## src/rtl/nd_pkg.sv

```systemverilog
package nd_pkg;
  localparam int REG_AW = 5;
  localparam logic [REG_AW-1:0] OFF_CTRL  = 5'h00;
  localparam logic [REG_AW-1:0] OFF_DBASE = 5'h04;
  localparam logic [REG_AW-1:0] OFF_SBASE = 5'h08;
  localparam logic [REG_AW-1:0] OFF_LEN   = 5'h0C;
  localparam logic [REG_AW-1:0] OFF_IEN   = 5'h10;
  localparam logic [REG_AW-1:0] OFF_ISTAT = 5'h14;
  localparam logic [REG_AW-1:0] OFF_ICLR  = 5'h18;
  localparam int DONE_BIT  = 9;
  localparam int SPLEN_LSB = 16;
  localparam int SPLEN_W   = 12;

  // control bits [9:1], MSB first
  typedef struct packed {
    logic [1:0] cs;
    logic       addr_long;
    logic [2:0] burst;
    logic       spare_en;
    logic       data_en;
    logic       to_flash;
  } ctrl_t;

  typedef enum logic [2:0] {
    ST_IDLE, ST_FETCH, ST_SEND, ST_RECV, ST_STORE, ST_FINISH
  } mv_state_e;
endpackage

```

## src/rtl/nd_regs.sv

```systemverilog
module nd_regs
  import nd_pkg::*;
#(
  parameter int AW = 32
) (
  input  logic                   clk_i,
  input  logic                   rst_ni,
  input  logic                   reg_we_i,
  input  logic [REG_AW-1:0]      reg_addr_i,
  input  logic [31:0]            reg_wdata_i,
  output logic [31:0]            reg_rdata_o,
  input  logic                   done_i,
  output ctrl_t                  ctrl_o,
  output logic                   start_o,
  output logic                   go_o,
  output logic [AW-3:0]          dbase_o,
  output logic [AW-3:0]          sbase_o,
  output logic [SPLEN_W-3:0]     sp_words_o,
  output logic                   istat_o,
  output logic                   irq_o
);
  ctrl_t              ctrl_q;
  logic               start_q, go_q, ien_q, istat_q;
  logic [AW-3:0]      dbase_q, sbase_q;
  logic [SPLEN_W-1:0] splen_q;

  always_ff @(posedge clk_i or negedge rst_ni) begin
    if (!rst_ni) begin
      ctrl_q  <= '0;
      start_q <= 1'b0;
      go_q    <= 1'b0;
      ien_q   <= 1'b0;
      istat_q <= 1'b0;
      dbase_q <= '0;
      sbase_q <= '0;
      splen_q <= '0;
    end else begin
      go_q <= 1'b0;
      if (done_i) start_q <= 1'b0;
      if (reg_we_i) begin
        unique case (reg_addr_i)
          OFF_CTRL: if (!start_q) begin
            ctrl_q <= ctrl_t'(reg_wdata_i[9:1]);
            if (reg_wdata_i[0]) begin
              start_q <= 1'b1;
              go_q    <= 1'b1;
            end
          end
          OFF_DBASE: dbase_q <= reg_wdata_i[AW-1:2];
          OFF_SBASE: sbase_q <= reg_wdata_i[AW-1:2];
          OFF_LEN:   splen_q <= reg_wdata_i[SPLEN_LSB +: SPLEN_W];
          OFF_IEN:   ien_q   <= reg_wdata_i[DONE_BIT];
          OFF_ICLR:  if (reg_wdata_i[DONE_BIT]) istat_q <= 1'b0;
          default: ;
        endcase
      end
      // completion wins over a same-cycle clear
      if (done_i) istat_q <= 1'b1;
    end
  end

  always_comb begin
    reg_rdata_o = '0;
    unique case (reg_addr_i)
      OFF_CTRL:  reg_rdata_o = {22'b0, ctrl_q, start_q};
      OFF_DBASE: reg_rdata_o = 32'({dbase_q, 2'b00});
      OFF_SBASE: reg_rdata_o = 32'({sbase_q, 2'b00});
      OFF_LEN:   reg_rdata_o = 32'(splen_q) << SPLEN_LSB;
      OFF_IEN:   reg_rdata_o = 32'(ien_q) << DONE_BIT;
      OFF_ISTAT: reg_rdata_o = 32'(istat_q) << DONE_BIT;
      default:   reg_rdata_o = '0;
    endcase
  end

  assign ctrl_o     = ctrl_q;
  assign start_o    = start_q;
  assign go_o       = go_q;
  assign dbase_o    = dbase_q;
  assign sbase_o    = sbase_q;
  assign sp_words_o = splen_q[SPLEN_W-1:2];
  assign istat_o    = istat_q;
  assign irq_o      = istat_q & ien_q;
endmodule

```

## src/rtl/nd_mover.sv

```systemverilog
module nd_mover
  import nd_pkg::*;
#(
  parameter int AW         = 32,
  parameter int DATA_BYTES = 2048
) (
  input  logic               clk_i,
  input  logic               rst_ni,
  input  logic               go_i,
  input  logic               to_flash_i,
  input  logic               data_en_i,
  input  logic               spare_en_i,
  input  logic [AW-3:0]      dbase_i,
  input  logic [AW-3:0]      sbase_i,
  input  logic [SPLEN_W-3:0] sp_words_i,
  output logic               done_o,
  output logic               mem_req_o,
  output logic               mem_we_o,
  output logic [AW-1:0]      mem_addr_o,
  output logic [31:0]        mem_wdata_o,
  input  logic [31:0]        mem_rdata_i,
  input  logic               mem_ack_i,
  output logic               fl_tx_valid_o,
  output logic [7:0]         fl_tx_data_o,
  input  logic               fl_tx_ready_i,
  input  logic               fl_rx_valid_i,
  input  logic [7:0]         fl_rx_data_i,
  output logic               fl_rx_ready_o
);
  localparam int DATA_WORDS = DATA_BYTES / 4;
  localparam int SP_MAX     = (1 << (SPLEN_W - 2)) - 1;
  localparam int MAXW       = (DATA_WORDS > SP_MAX) ? DATA_WORDS : SP_MAX;
  localparam int CW         = $clog2(MAXW + 1);

  mv_state_e     st_q;
  logic          area_q;      // 0 data, 1 spare
  logic [AW-3:0] addr_q;
  logic [CW-1:0] cnt_q;
  logic [31:0]   buf_q;
  logic [1:0]    lane_q;

  logic [CW-1:0] sp_cnt;
  logic          sp_go, word_done;
  mv_state_e     first_st;

  assign sp_cnt    = CW'(sp_words_i);
  assign sp_go     = spare_en_i && (sp_words_i != '0);
  assign first_st  = to_flash_i ? ST_FETCH : ST_RECV;
  assign word_done = (st_q == ST_SEND && fl_tx_ready_i && lane_q == 2'd3) ||
                     (st_q == ST_STORE && mem_ack_i);

  always_ff @(posedge clk_i or negedge rst_ni) begin
    if (!rst_ni) begin
      st_q   <= ST_IDLE;
      area_q <= 1'b0;
      addr_q <= '0;
      cnt_q  <= '0;
      buf_q  <= '0;
      lane_q <= '0;
    end else begin
      unique case (st_q)
        ST_IDLE: if (go_i) begin
          lane_q <= '0;
          if (data_en_i) begin
            area_q <= 1'b0;
            addr_q <= dbase_i;
            cnt_q  <= CW'(DATA_WORDS);
            st_q   <= first_st;
          end else if (sp_go) begin
            area_q <= 1'b1;
            addr_q <= sbase_i;
            cnt_q  <= sp_cnt;
            st_q   <= first_st;
          end else begin
            st_q   <= ST_FINISH;
          end
        end
        ST_FETCH: if (mem_ack_i) begin
          buf_q <= mem_rdata_i;
          st_q  <= ST_SEND;
        end
        ST_SEND: if (fl_tx_ready_i) lane_q <= lane_q + 2'd1;
        ST_RECV: if (fl_rx_valid_i) begin
          buf_q[{lane_q, 3'b000} +: 8] <= fl_rx_data_i;
          lane_q <= lane_q + 2'd1;
          if (lane_q == 2'd3) st_q <= ST_STORE;
        end
        ST_STORE: ;
        ST_FINISH: st_q <= ST_IDLE;
        default: st_q <= ST_IDLE;
      endcase

      if (word_done) begin
        if (cnt_q == CW'(1)) begin
          if (!area_q && sp_go) begin
            area_q <= 1'b1;
            addr_q <= sbase_i;
            cnt_q  <= sp_cnt;
            st_q   <= first_st;
          end else begin
            st_q <= ST_FINISH;
          end
        end else begin
          addr_q <= addr_q + 1'b1;
          cnt_q  <= cnt_q - 1'b1;
          st_q   <= first_st;
        end
      end
    end
  end

  assign mem_req_o     = (st_q == ST_FETCH) || (st_q == ST_STORE);
  assign mem_we_o      = (st_q == ST_STORE);
  assign mem_addr_o    = {addr_q, 2'b00};
  assign mem_wdata_o   = buf_q;
  assign fl_tx_valid_o = (st_q == ST_SEND);
  assign fl_tx_data_o  = buf_q[{lane_q, 3'b000} +: 8];
  assign fl_rx_ready_o = (st_q == ST_RECV);
  assign done_o        = (st_q == ST_FINISH);
endmodule

```

## src/rtl/nand_page_dma.sv

```systemverilog
module nand_page_dma
  import nd_pkg::*;
#(
  parameter int AW         = 32,
  parameter int DATA_BYTES = 2048
) (
  input  logic              clk_i,
  input  logic              rst_ni,
  input  logic              reg_we_i,
  input  logic [REG_AW-1:0] reg_addr_i,
  input  logic [31:0]       reg_wdata_i,
  output logic [31:0]       reg_rdata_o,
  output logic              irq_o,
  output logic              mem_req_o,
  output logic              mem_we_o,
  output logic [AW-1:0]     mem_addr_o,
  output logic [31:0]       mem_wdata_o,
  input  logic [31:0]       mem_rdata_i,
  input  logic              mem_ack_i,
  output logic [1:0]        fl_cs_o,
  output logic              fl_tx_valid_o,
  output logic [7:0]        fl_tx_data_o,
  input  logic              fl_tx_ready_i,
  input  logic              fl_rx_valid_i,
  input  logic [7:0]        fl_rx_data_i,
  output logic              fl_rx_ready_o
);
  ctrl_t              ctrl_w;
  logic               start_w, go_w, done_w, istat_w, dir_w;
  logic [AW-3:0]      dbase_w, sbase_w;
  logic [SPLEN_W-3:0] sp_words_w;

  nd_regs #(.AW(AW)) u_regs (
    .clk_i, .rst_ni, .reg_we_i, .reg_addr_i, .reg_wdata_i, .reg_rdata_o,
    .done_i(done_w), .ctrl_o(ctrl_w), .start_o(start_w), .go_o(go_w),
    .dbase_o(dbase_w), .sbase_o(sbase_w), .sp_words_o(sp_words_w),
    .istat_o(istat_w), .irq_o
  );

  assign dir_w   = ctrl_w.to_flash;
  assign fl_cs_o = ctrl_w.cs;

  nd_mover #(.AW(AW), .DATA_BYTES(DATA_BYTES)) u_mover (
    .clk_i, .rst_ni, .go_i(go_w), .to_flash_i(dir_w),
    .data_en_i(ctrl_w.data_en), .spare_en_i(ctrl_w.spare_en),
    .dbase_i(dbase_w), .sbase_i(sbase_w), .sp_words_i(sp_words_w),
    .done_o(done_w),
    .mem_req_o, .mem_we_o, .mem_addr_o, .mem_wdata_o, .mem_rdata_i, .mem_ack_i,
    .fl_tx_valid_o, .fl_tx_data_o, .fl_tx_ready_i,
    .fl_rx_valid_i, .fl_rx_data_i, .fl_rx_ready_o
  );
endmodule

```

## config.mk

```make
export PLATFORM = sky130hd
export DESIGN_NAME = nand_page_dma
export DESIGN_NICKNAME = d
export VERILOG_FILES = /design/src/rtl/nd_pkg.sv /design/src/rtl/nd_regs.sv /design/src/rtl/nd_mover.sv /design/src/rtl/nand_page_dma.sv
export SDC_FILE = /design/constraint.sdc
export NUM_CORES = 1
export LEC_CHECK = 0
export ABC_AREA = 1
export CAP_MARGIN = 20
export CORE_MARGIN = 3
export CORE_UTILIZATION = 65
export DETAILED_ROUTE_END_ITERATION = 8
export DONT_BUFFER_PORTS = 1
export PLACE_DENSITY = 0.92
export SYNTH_ARGS = -nofsm -noshare
export SYNTH_HDL_FRONTEND = slang
export SYNTH_SLANG_ARGS = --single-unit
export TNS_END_PERCENT = 5
```

## constraint.sdc

```tcl
create_clock -name clk_i -period 3 [get_ports clk_i]
set_input_delay 0.45 -clock clk_i [delete_from_list [all_inputs] [get_ports clk_i]]
set_output_delay 0.45 -clock clk_i [all_outputs]
set_load 0.02 [all_outputs]
```

* After elaboration in Yosys (flattened, before gate mapping)
Index checks and enable logic that the tools add are counted.
W data, S select, Z words.
** Storage, ports and cells
- Register bits :: 163
- Bits in latches :: 0
- RAM bits :: 0
- Memory bits (read-only) :: 0
- Bits of input ports :: 83
- Output and inout bits :: 111
- Word-level logic and storage cells :: 130
- Memories kept :: 0
** Cells by class
- $add $sub $neg :: 4
- Multipliers :: 0
- Div/mod/pow operators :: 0
- Magnitude comparators :: 0
- Equal/unequal tests :: 22
- Shifts and indexed selects :: 3
- Mux-type cells :: 54
- Bitwise logic cells :: 2
- Reductions and logical operators :: 26
** Operators by type and width (count)
- $mux W30 :: 7
- $pmux W32 S6 :: 1
- $mux W10 :: 7
- $mux W32 :: 2
- $pmux W32 S2 :: 1
- $bwmux W32 :: 1
- $shift A8 B7 Y32 const A :: 1
- $shiftx A32 B6 Y8 :: 1
- $shiftx A8 B7 Y32 :: 1
- $add A30 B1 Y30 const B :: 1
- $mux W3 :: 9
- $mux W1 :: 20
- $eq A5 B5 Y1 const B :: 3
- $pmux W3 S4 :: 1
- $eq A10 B1 Y1 const B :: 1
- $eq A5 B4 Y1 const B :: 2
- $reduce_bool A10 Y1 :: 1
- $sub A10 B1 Y10 const B :: 1
- $ne A3 B2 Y1 const B :: 3
- $reduce_and A3 Y1 :: 3
- $mux W2 :: 4
- $reduce_and A2 Y1 :: 4
- $reduce_bool A2 Y1 :: 4
- $neg A5 Y7 :: 1
- 21 further kinds :: 31

* Longest topological paths before layout
- Depth in word-level cells :: 9
- Depth in mapped cells :: 12
- Mapped depth without buffers :: 12

* Hierarchy
A second synthesis with hierarchy kept.
** Second synthesis, totals
- Cells, all modules :: 1463
- Area, all modules :: 10094.7 um2
** Modules (own cells, without submodules)
- nd_mover :: instances 1, cells each 979, area each 6083.3 um2, seq. area each 1951.9 um2
- nd_regs :: instances 1, cells each 484, area each 4011.3 um2, seq. area each 2127.0 um2

* Worst setup path after synthesis
No wires, ideal clock.
- Path kind :: register to register
- From :: reg u_mover.lane_q[0]
- To :: reg u_mover.buf_q[0], in the netlist u_mover.mem_wdata_o[0]
- Library setup time :: 0.082 ns
- Arrival time :: 2.383 ns
- Data required time :: 2.918 ns
- Path slack :: 0.535 ns
- Cell stages (with the launch flop) :: 10
- Path buffers :: 3
- Period minus slack after synthesis :: 2.465 ns
- Path through :: dfrtp_1 -> clkbuf_1 -> inv_1 -> clkbuf_1 -> clkbuf_1 -> ha_1 -> clkinv_1 -> nor3_1 -> nand3_1 -> a31oi_1
** On the way
- Word-level cells in the longest chain between the ends :: 5
- Elaborated cells on any way between the ends :: 6
- Classes of those cells :: add/sub: 1; shift: 2; mux: 3
** RTL lines
- start, declared :: line nd_mover.sv:40 : logic [1:0] lane_q;
- start signal, assigned :: line nd_mover.sv:82 : ST_SEND: if (fl_tx_ready_i) lane_q <= lane_q + 2'd1;
- start signal, assigned :: line nd_mover.sv:85 : lane_q <= lane_q + 2'd1;
- $neg A5 Y7 (*) :: line nd_mover.sv:84 : buf_q[{lane_q, 3'b000} +: 8] <= fl_rx_data_i;
- $shiftx A8 B7 Y32 / $shift A8 B7 Y32 (equally long branches) :: line nd_mover.sv:84
- $bwmux W32 (*) :: line nd_mover.sv:84
- $mux W32 (*) :: line nd_mover.sv:83 : ST_RECV: if (fl_rx_valid_i) begin
- $pmux W32 S2 (*) :: line nd_mover.sv:61 : unique case (st_q)
- end signal, assigned :: line nd_mover.sv:79 : buf_q <= mem_rdata_i;
- end signal, assigned by index :: line nd_mover.sv:84
- end, declared :: line nd_mover.sv:39 : logic [31:0] buf_q;
Mark *: on every way between the ends. The rest lies on a longest branch, timed or not. The select of a mux whose other input is x is not followed.
A chain may end at the register's enable or synchronous reset.

* Worst setup path after layout
- From :: reg u_mover.lane_q[0]
- To :: out fl_tx_data_o[1]
** On the way
- Word-level cells in the longest chain between the ends :: 1
** RTL lines
- $shiftx A32 B6 Y8 :: line nd_mover.sv:117 : assign fl_tx_data_o = buf_q[{lane_q, 3'b000} +: 8];
- end, declared :: line nand_page_dma.sv:22 : output logic [7:0] fl_tx_data_o,
Every way passes these cells.

==> results.md <==
| Step | Result | Value |
|---|---|---|
| finish | Post-synthesis to final-layout area growth | 6.40% |
| clocking | H-Tree Depth | 4 |
| timing | Number of pins exceeding their max-slew limit in the final report | 0 |
| floorplan | Row count | 44 |
| grt | Largest net degree at the start of global routing | 164 |
| worst setup path | Data required time of the worst path | 2.55 ns |
| synth | Synth area leaders | sky130_fd_sc_hd__dfrtp_1 41%, sky130_fd_sc_hd__nand2_1 16%, sky130_fd_sc_hd__o21ai_0 8.4%, sky130_fd_sc_hd__nor2_1 6.4%, sky130_fd_sc_hd__inv_1 5.0% |
| worst setup path | CP delay by family, top | buffers and inverters |
| clocking | TritonCTS clock tree | done |
| drt | 1st-pass router iterations | 6 |
| timing | Total negative setup slack | 0 ns |
| timing | Setup violation total in the final timing report | 0 |
| place | PortBufs | 0 |
| synth | Gate count of the mapped netlist | 1425 |
| run status | Failing checks | hold timing |
| timing | RSZ-0062 raised after global routing | no |
| power and ir drop | Power per unit of standard cell area | 834 nW/µm² |
| worst setup path | Max stage delay on crit path | 0.53 ns |
| synth | Netlist cell types | 44 |
| worst setup path | Type of destination of the critical path | output pin |
| synth | Yosys top cell by area | sky130_fd_sc_hd__dfrtp_1 |
| place | Setup WS pre-CTS | 0.551 ns |
| power and ir drop | Clock Power Share | 25.2% |
| timing | Total count of hold-check failures in the final report | 163 |
| worst setup path | Maximum fanout along the worst path | 13 |
| grt | Vias in the first global route | 9323 |
| power and ir drop | Switching share of power | 45.1% |
| power and ir drop | Leakage component of the power | 5.08 nW |
| timing | Transition at the pin with the smallest max-transition slack | 0.784 ns |
| worst setup path | Beginning of the critical path | u_mover.lane_q[0] |
| grt | Number of antenna violations at the first check in global routing | 2 |
| floorplan | Die ar. | 16700 µm² |
| timing | Slew HR | 47.6% |
| place | Detailed Place HPWL | 23100 µm |
| worst setup path | Crit-path cells | inv_1 -> buf_4 -> o21ai_0 -> o22ai_1 |
| drt | Via density per instance | 6.46 |
| clocking | Sink Count | 163 |
| place | Instance area after placement | 9920 µm² |
| finish | Number of antenna repair diodes | 0 |
| worst setup path | CP startpoint kind | flop |
| clocking | Longest Clk Path Bufs | 2 |
| synth | Most used flip-flop cell after synthesis | sky130_fd_sc_hd__dfrtp_1 |
| power and ir drop | Power spent charging and discharging nets | 3.95 mW |
| worst setup path | Setup CP Type | reg -> out |
| synth | Flop and latch count out of synthesis | 163 |
| drt | Average routed wire per standard cell | 20.5 µm |
| timing | Post-Route Skew | 0.0145 ns |
| synth | Number of synthesized flops with an enable pin | 0 |
| synth | Netlist area before placement | 9870 µm² |
| clocking | Number of clock buffers inserted by TritonCTS | 17 |
| clocking | Clock latency on the worst-skew pair | 0.45 ns |
| grt | Wire length of the first global-routing pass | 50400 µm |
| finish | Final standard cell area without fillers | 10500 µm² |
| grt | Overall fraction of global-route tracks in use | 39.1% |
| timing | Time the worst path needs with I/O delays and setup | 2.55 ns |
| worst setup path | FF-to-FF setup slack | 0.60 ns |
| finish | Number of filler instances in the final layout | 1131 |
| synth | Post-synth top area share | 41.3% |
| timing | Final worst setup slack | 0.448 ns |
| run | Maximum Capacitance Violations | 0 |
| worst hold path | Worst min-delay path category | in -> async |
| run status | Status | finished, violations left |
| timing | Final cycle utilization of the critical path | 85.1% |
| drt | Count of nets left with antenna violations after detail routing | 0 |
| synth | Fraction of registers with async set or reset after synthesis | 100% |
| floorplan | Die height | 129 µm |
| drt | Final wirelength | 32600 µm |
| floorplan | Area of the core | 14700 µm² |
| clocking | Root buffer selected by CTS | sky130_fd_sc_hd__clkbuf_16 |
| power and ir drop | Sequential share of power | 43.9% |
| floorplan | DIE WIDTH | 129 µm |
| synth | Sequential cell area fraction in the yosys report | 41.3% |
| worst setup path | Arrival time at the worst endpoint | 2.10 ns |
| power and ir drop | Combinational power share | 30.9% |
| grt | GRT Residual Overflow | 0 |
| clocking | Post-CTS setup buffer count | 0 |
| floorplan | Starting density of the core | 67.1% |
| timing | Hold WS | -0.306 ns |
| drt | Number of violations reported at the end of detailed-routing iteration 0 | 1571 |
| drt | Detailed-route via count | 10300 |
| timing | Timing-limited maximum frequency | 392 MHz |
| synth | Average cell area after synthesis | 6.93 µm² |
| finish | Proportion of layout cells with a drive suffix above 1 | 6.61% |
| worst setup path | Master of the slowest instance on the critical path | sky130_fd_sc_hd__dfrtp_1 |
| place | Final Wtd Congestion | 1.06 |
| clocking | Post-cts sizing count | 0 |
| finish | Nets | 1485 |
| synth | Number of warnings issued by yosys | 0 |
| worst setup path | Worst path bufs/invs | 2 |
| drt | DRC violations left | 0 |
| worst setup path | R2R Path Start | u_mover.st_q[0] |
| finish | Most common cell after layout, fill and taps aside | sky130_fd_sc_hd__nand2_1 |
| floorplan | Number of placed I/O pins | 194 |
| clocking | Clock Pin Slew Worst Setup and Hold Paths | 0.07 ns |
| finish | Highest-count cells in the layout ignoring fill and taps | 424 x sky130_fd_sc_hd__nand2_1, 167 x sky130_fd_sc_hd__nor2_1, 166 x sky130_fd_sc_hd__o21ai_0 |
| power and ir drop | Internal Dissipation | 4.81 mW |
| power and ir drop | Worst-case vdd ir drop | 0.656 mV |
==> area by class of cell <==
type	instances	area (µm²)	share of cell area, %
inverter	147	553	5.27
clock buffer	19	443	4.22
timing repair buffer	16	145	1.38
sequential	163	4080	38.8
multi-input combinational	1049	4910	46.8
clock inverter	13	139	1.32
tap	184	230	2.19
==> stage by stage <==
stage / power [mW] / util (%) / instances / hold slack (ns)
floorplan: 5.66 / - / 1426 / 0.154
global placement: 6.31 / 67.5 / 1559 / 0.158
detailed placement: 6.43 / 67.5 / 1559 / 0.158
CTS: 8.63 / 71.4 / 1591 / -0.312
global route: 9.20 / 71.4 / 1591 / -0.325
finish: 8.76 / 71.4 / 1591 / -0.306
==> flip-flops by register name (all words and copies together), names as in the netlist <==
register             cells
u_regs.go_o              1
u_regs.splen_q          12
u_mover.area_q           1
u_regs.istat_o           1
u_mover.addr_q          30
u_regs.dbase_o          30
u_regs.sbase_o          30
u_mover.st_q             3
u_regs.ctrl_o            9
u_mover.lane_q           2
u_mover.cnt_q           10
u_regs.ien_q             1
u_mover.mem_wdata_o     32
u_regs.start_o           1
==> power by group through the flow <==
| stage | Combinational (mW) | Clock [mW] | Sequential, mW |
|---|---|---|---|
| 6_report | 2.71 | 2.21 | 3.84 |
| 5_1_grt | 3.00 | 2.31 | 3.89 |
| 4_1_cts | 2.64 | 2.19 | 3.80 |
| 3_5_place_dp | 2.59 | 0 | 3.83 |
| 3_3_place_gp | 2.49 | 0 | 3.82 |
| 2_1_floorplan | 2.12 | 0 | 3.54 |
==> kinds of logic (layout without fill, tap and decap cells) <==
logic type,count (synthesis),count (layout),synth area share (%)
other,1,2,0.0380
XOR/XNOR,11,11,0.976
adder cells (fa/ha/maj),8,8,1.01
flip-flops,163,163,41.3
buffers and inverters,214,195,8.96
AO/OA/AOI/OAI,293,293,16.2
AND/OR/NAND/NOR,735,735,31.5
==> cells in the mapped netlist (2+ instances only) <==
master,number
sky130_fd_sc_hd__inv_1,131
sky130_fd_sc_hd__a31oi_1,8
sky130_fd_sc_hd__ha_1,8
sky130_fd_sc_hd__nand3b_1,14
sky130_fd_sc_hd__o2111ai_1,3
sky130_fd_sc_hd__nand3_1,57
sky130_fd_sc_hd__buf_2,19
sky130_fd_sc_hd__clkinv_1,2
sky130_fd_sc_hd__a21oi_1,68
sky130_fd_sc_hd__nand2_2,4
sky130_fd_sc_hd__buf_4,13
sky130_fd_sc_hd__or2_2,4
sky130_fd_sc_hd__o211ai_1,22
sky130_fd_sc_hd__inv_2,13
sky130_fd_sc_hd__xor2_1,7
sky130_fd_sc_hd__xnor2_1,4
sky130_fd_sc_hd__nand3_2,6
sky130_fd_sc_hd__o21ai_1,8
sky130_fd_sc_hd__nor2_2,8
sky130_fd_sc_hd__nand2_1,425
sky130_fd_sc_hd__nand3_4,2
sky130_fd_sc_hd__nand4_1,25
sky130_fd_sc_hd__dfrtp_1,163
sky130_fd_sc_hd__o22ai_1,10
sky130_fd_sc_hd__nor2_4,2
sky130_fd_sc_hd__clkbuf_1,33
sky130_fd_sc_hd__nor3_1,18
sky130_fd_sc_hd__nor2_1,167
sky130_fd_sc_hd__o21ai_0,166
==> worst paths after layout <==
| check | cells after the start | to |
|---|---|---|
| min in group clk_i | 2 | u_regs.go_o |
| max in group asynchronous | 0 | u_mover.addr_q[2] |
| min reg2reg | 2 | u_regs.ctrl_o[5] |
| min | 0 | u_mover.addr_q[12] |
| max reg2reg | 10 | u_mover.cnt_q[0] |
| max | 4 | fl_tx_data_o[1] |
==> layer usage <==
layer	vias to the layer above	part of all wire [%]	global-route usage, %
met5	-	0	0
met3	154	14	14.4
li1	4557	-	-
met4	0	5.0	16.9
met2	848	45	59.7
met1	4713	36	50.5
Power figures use the tool's default switching activity.
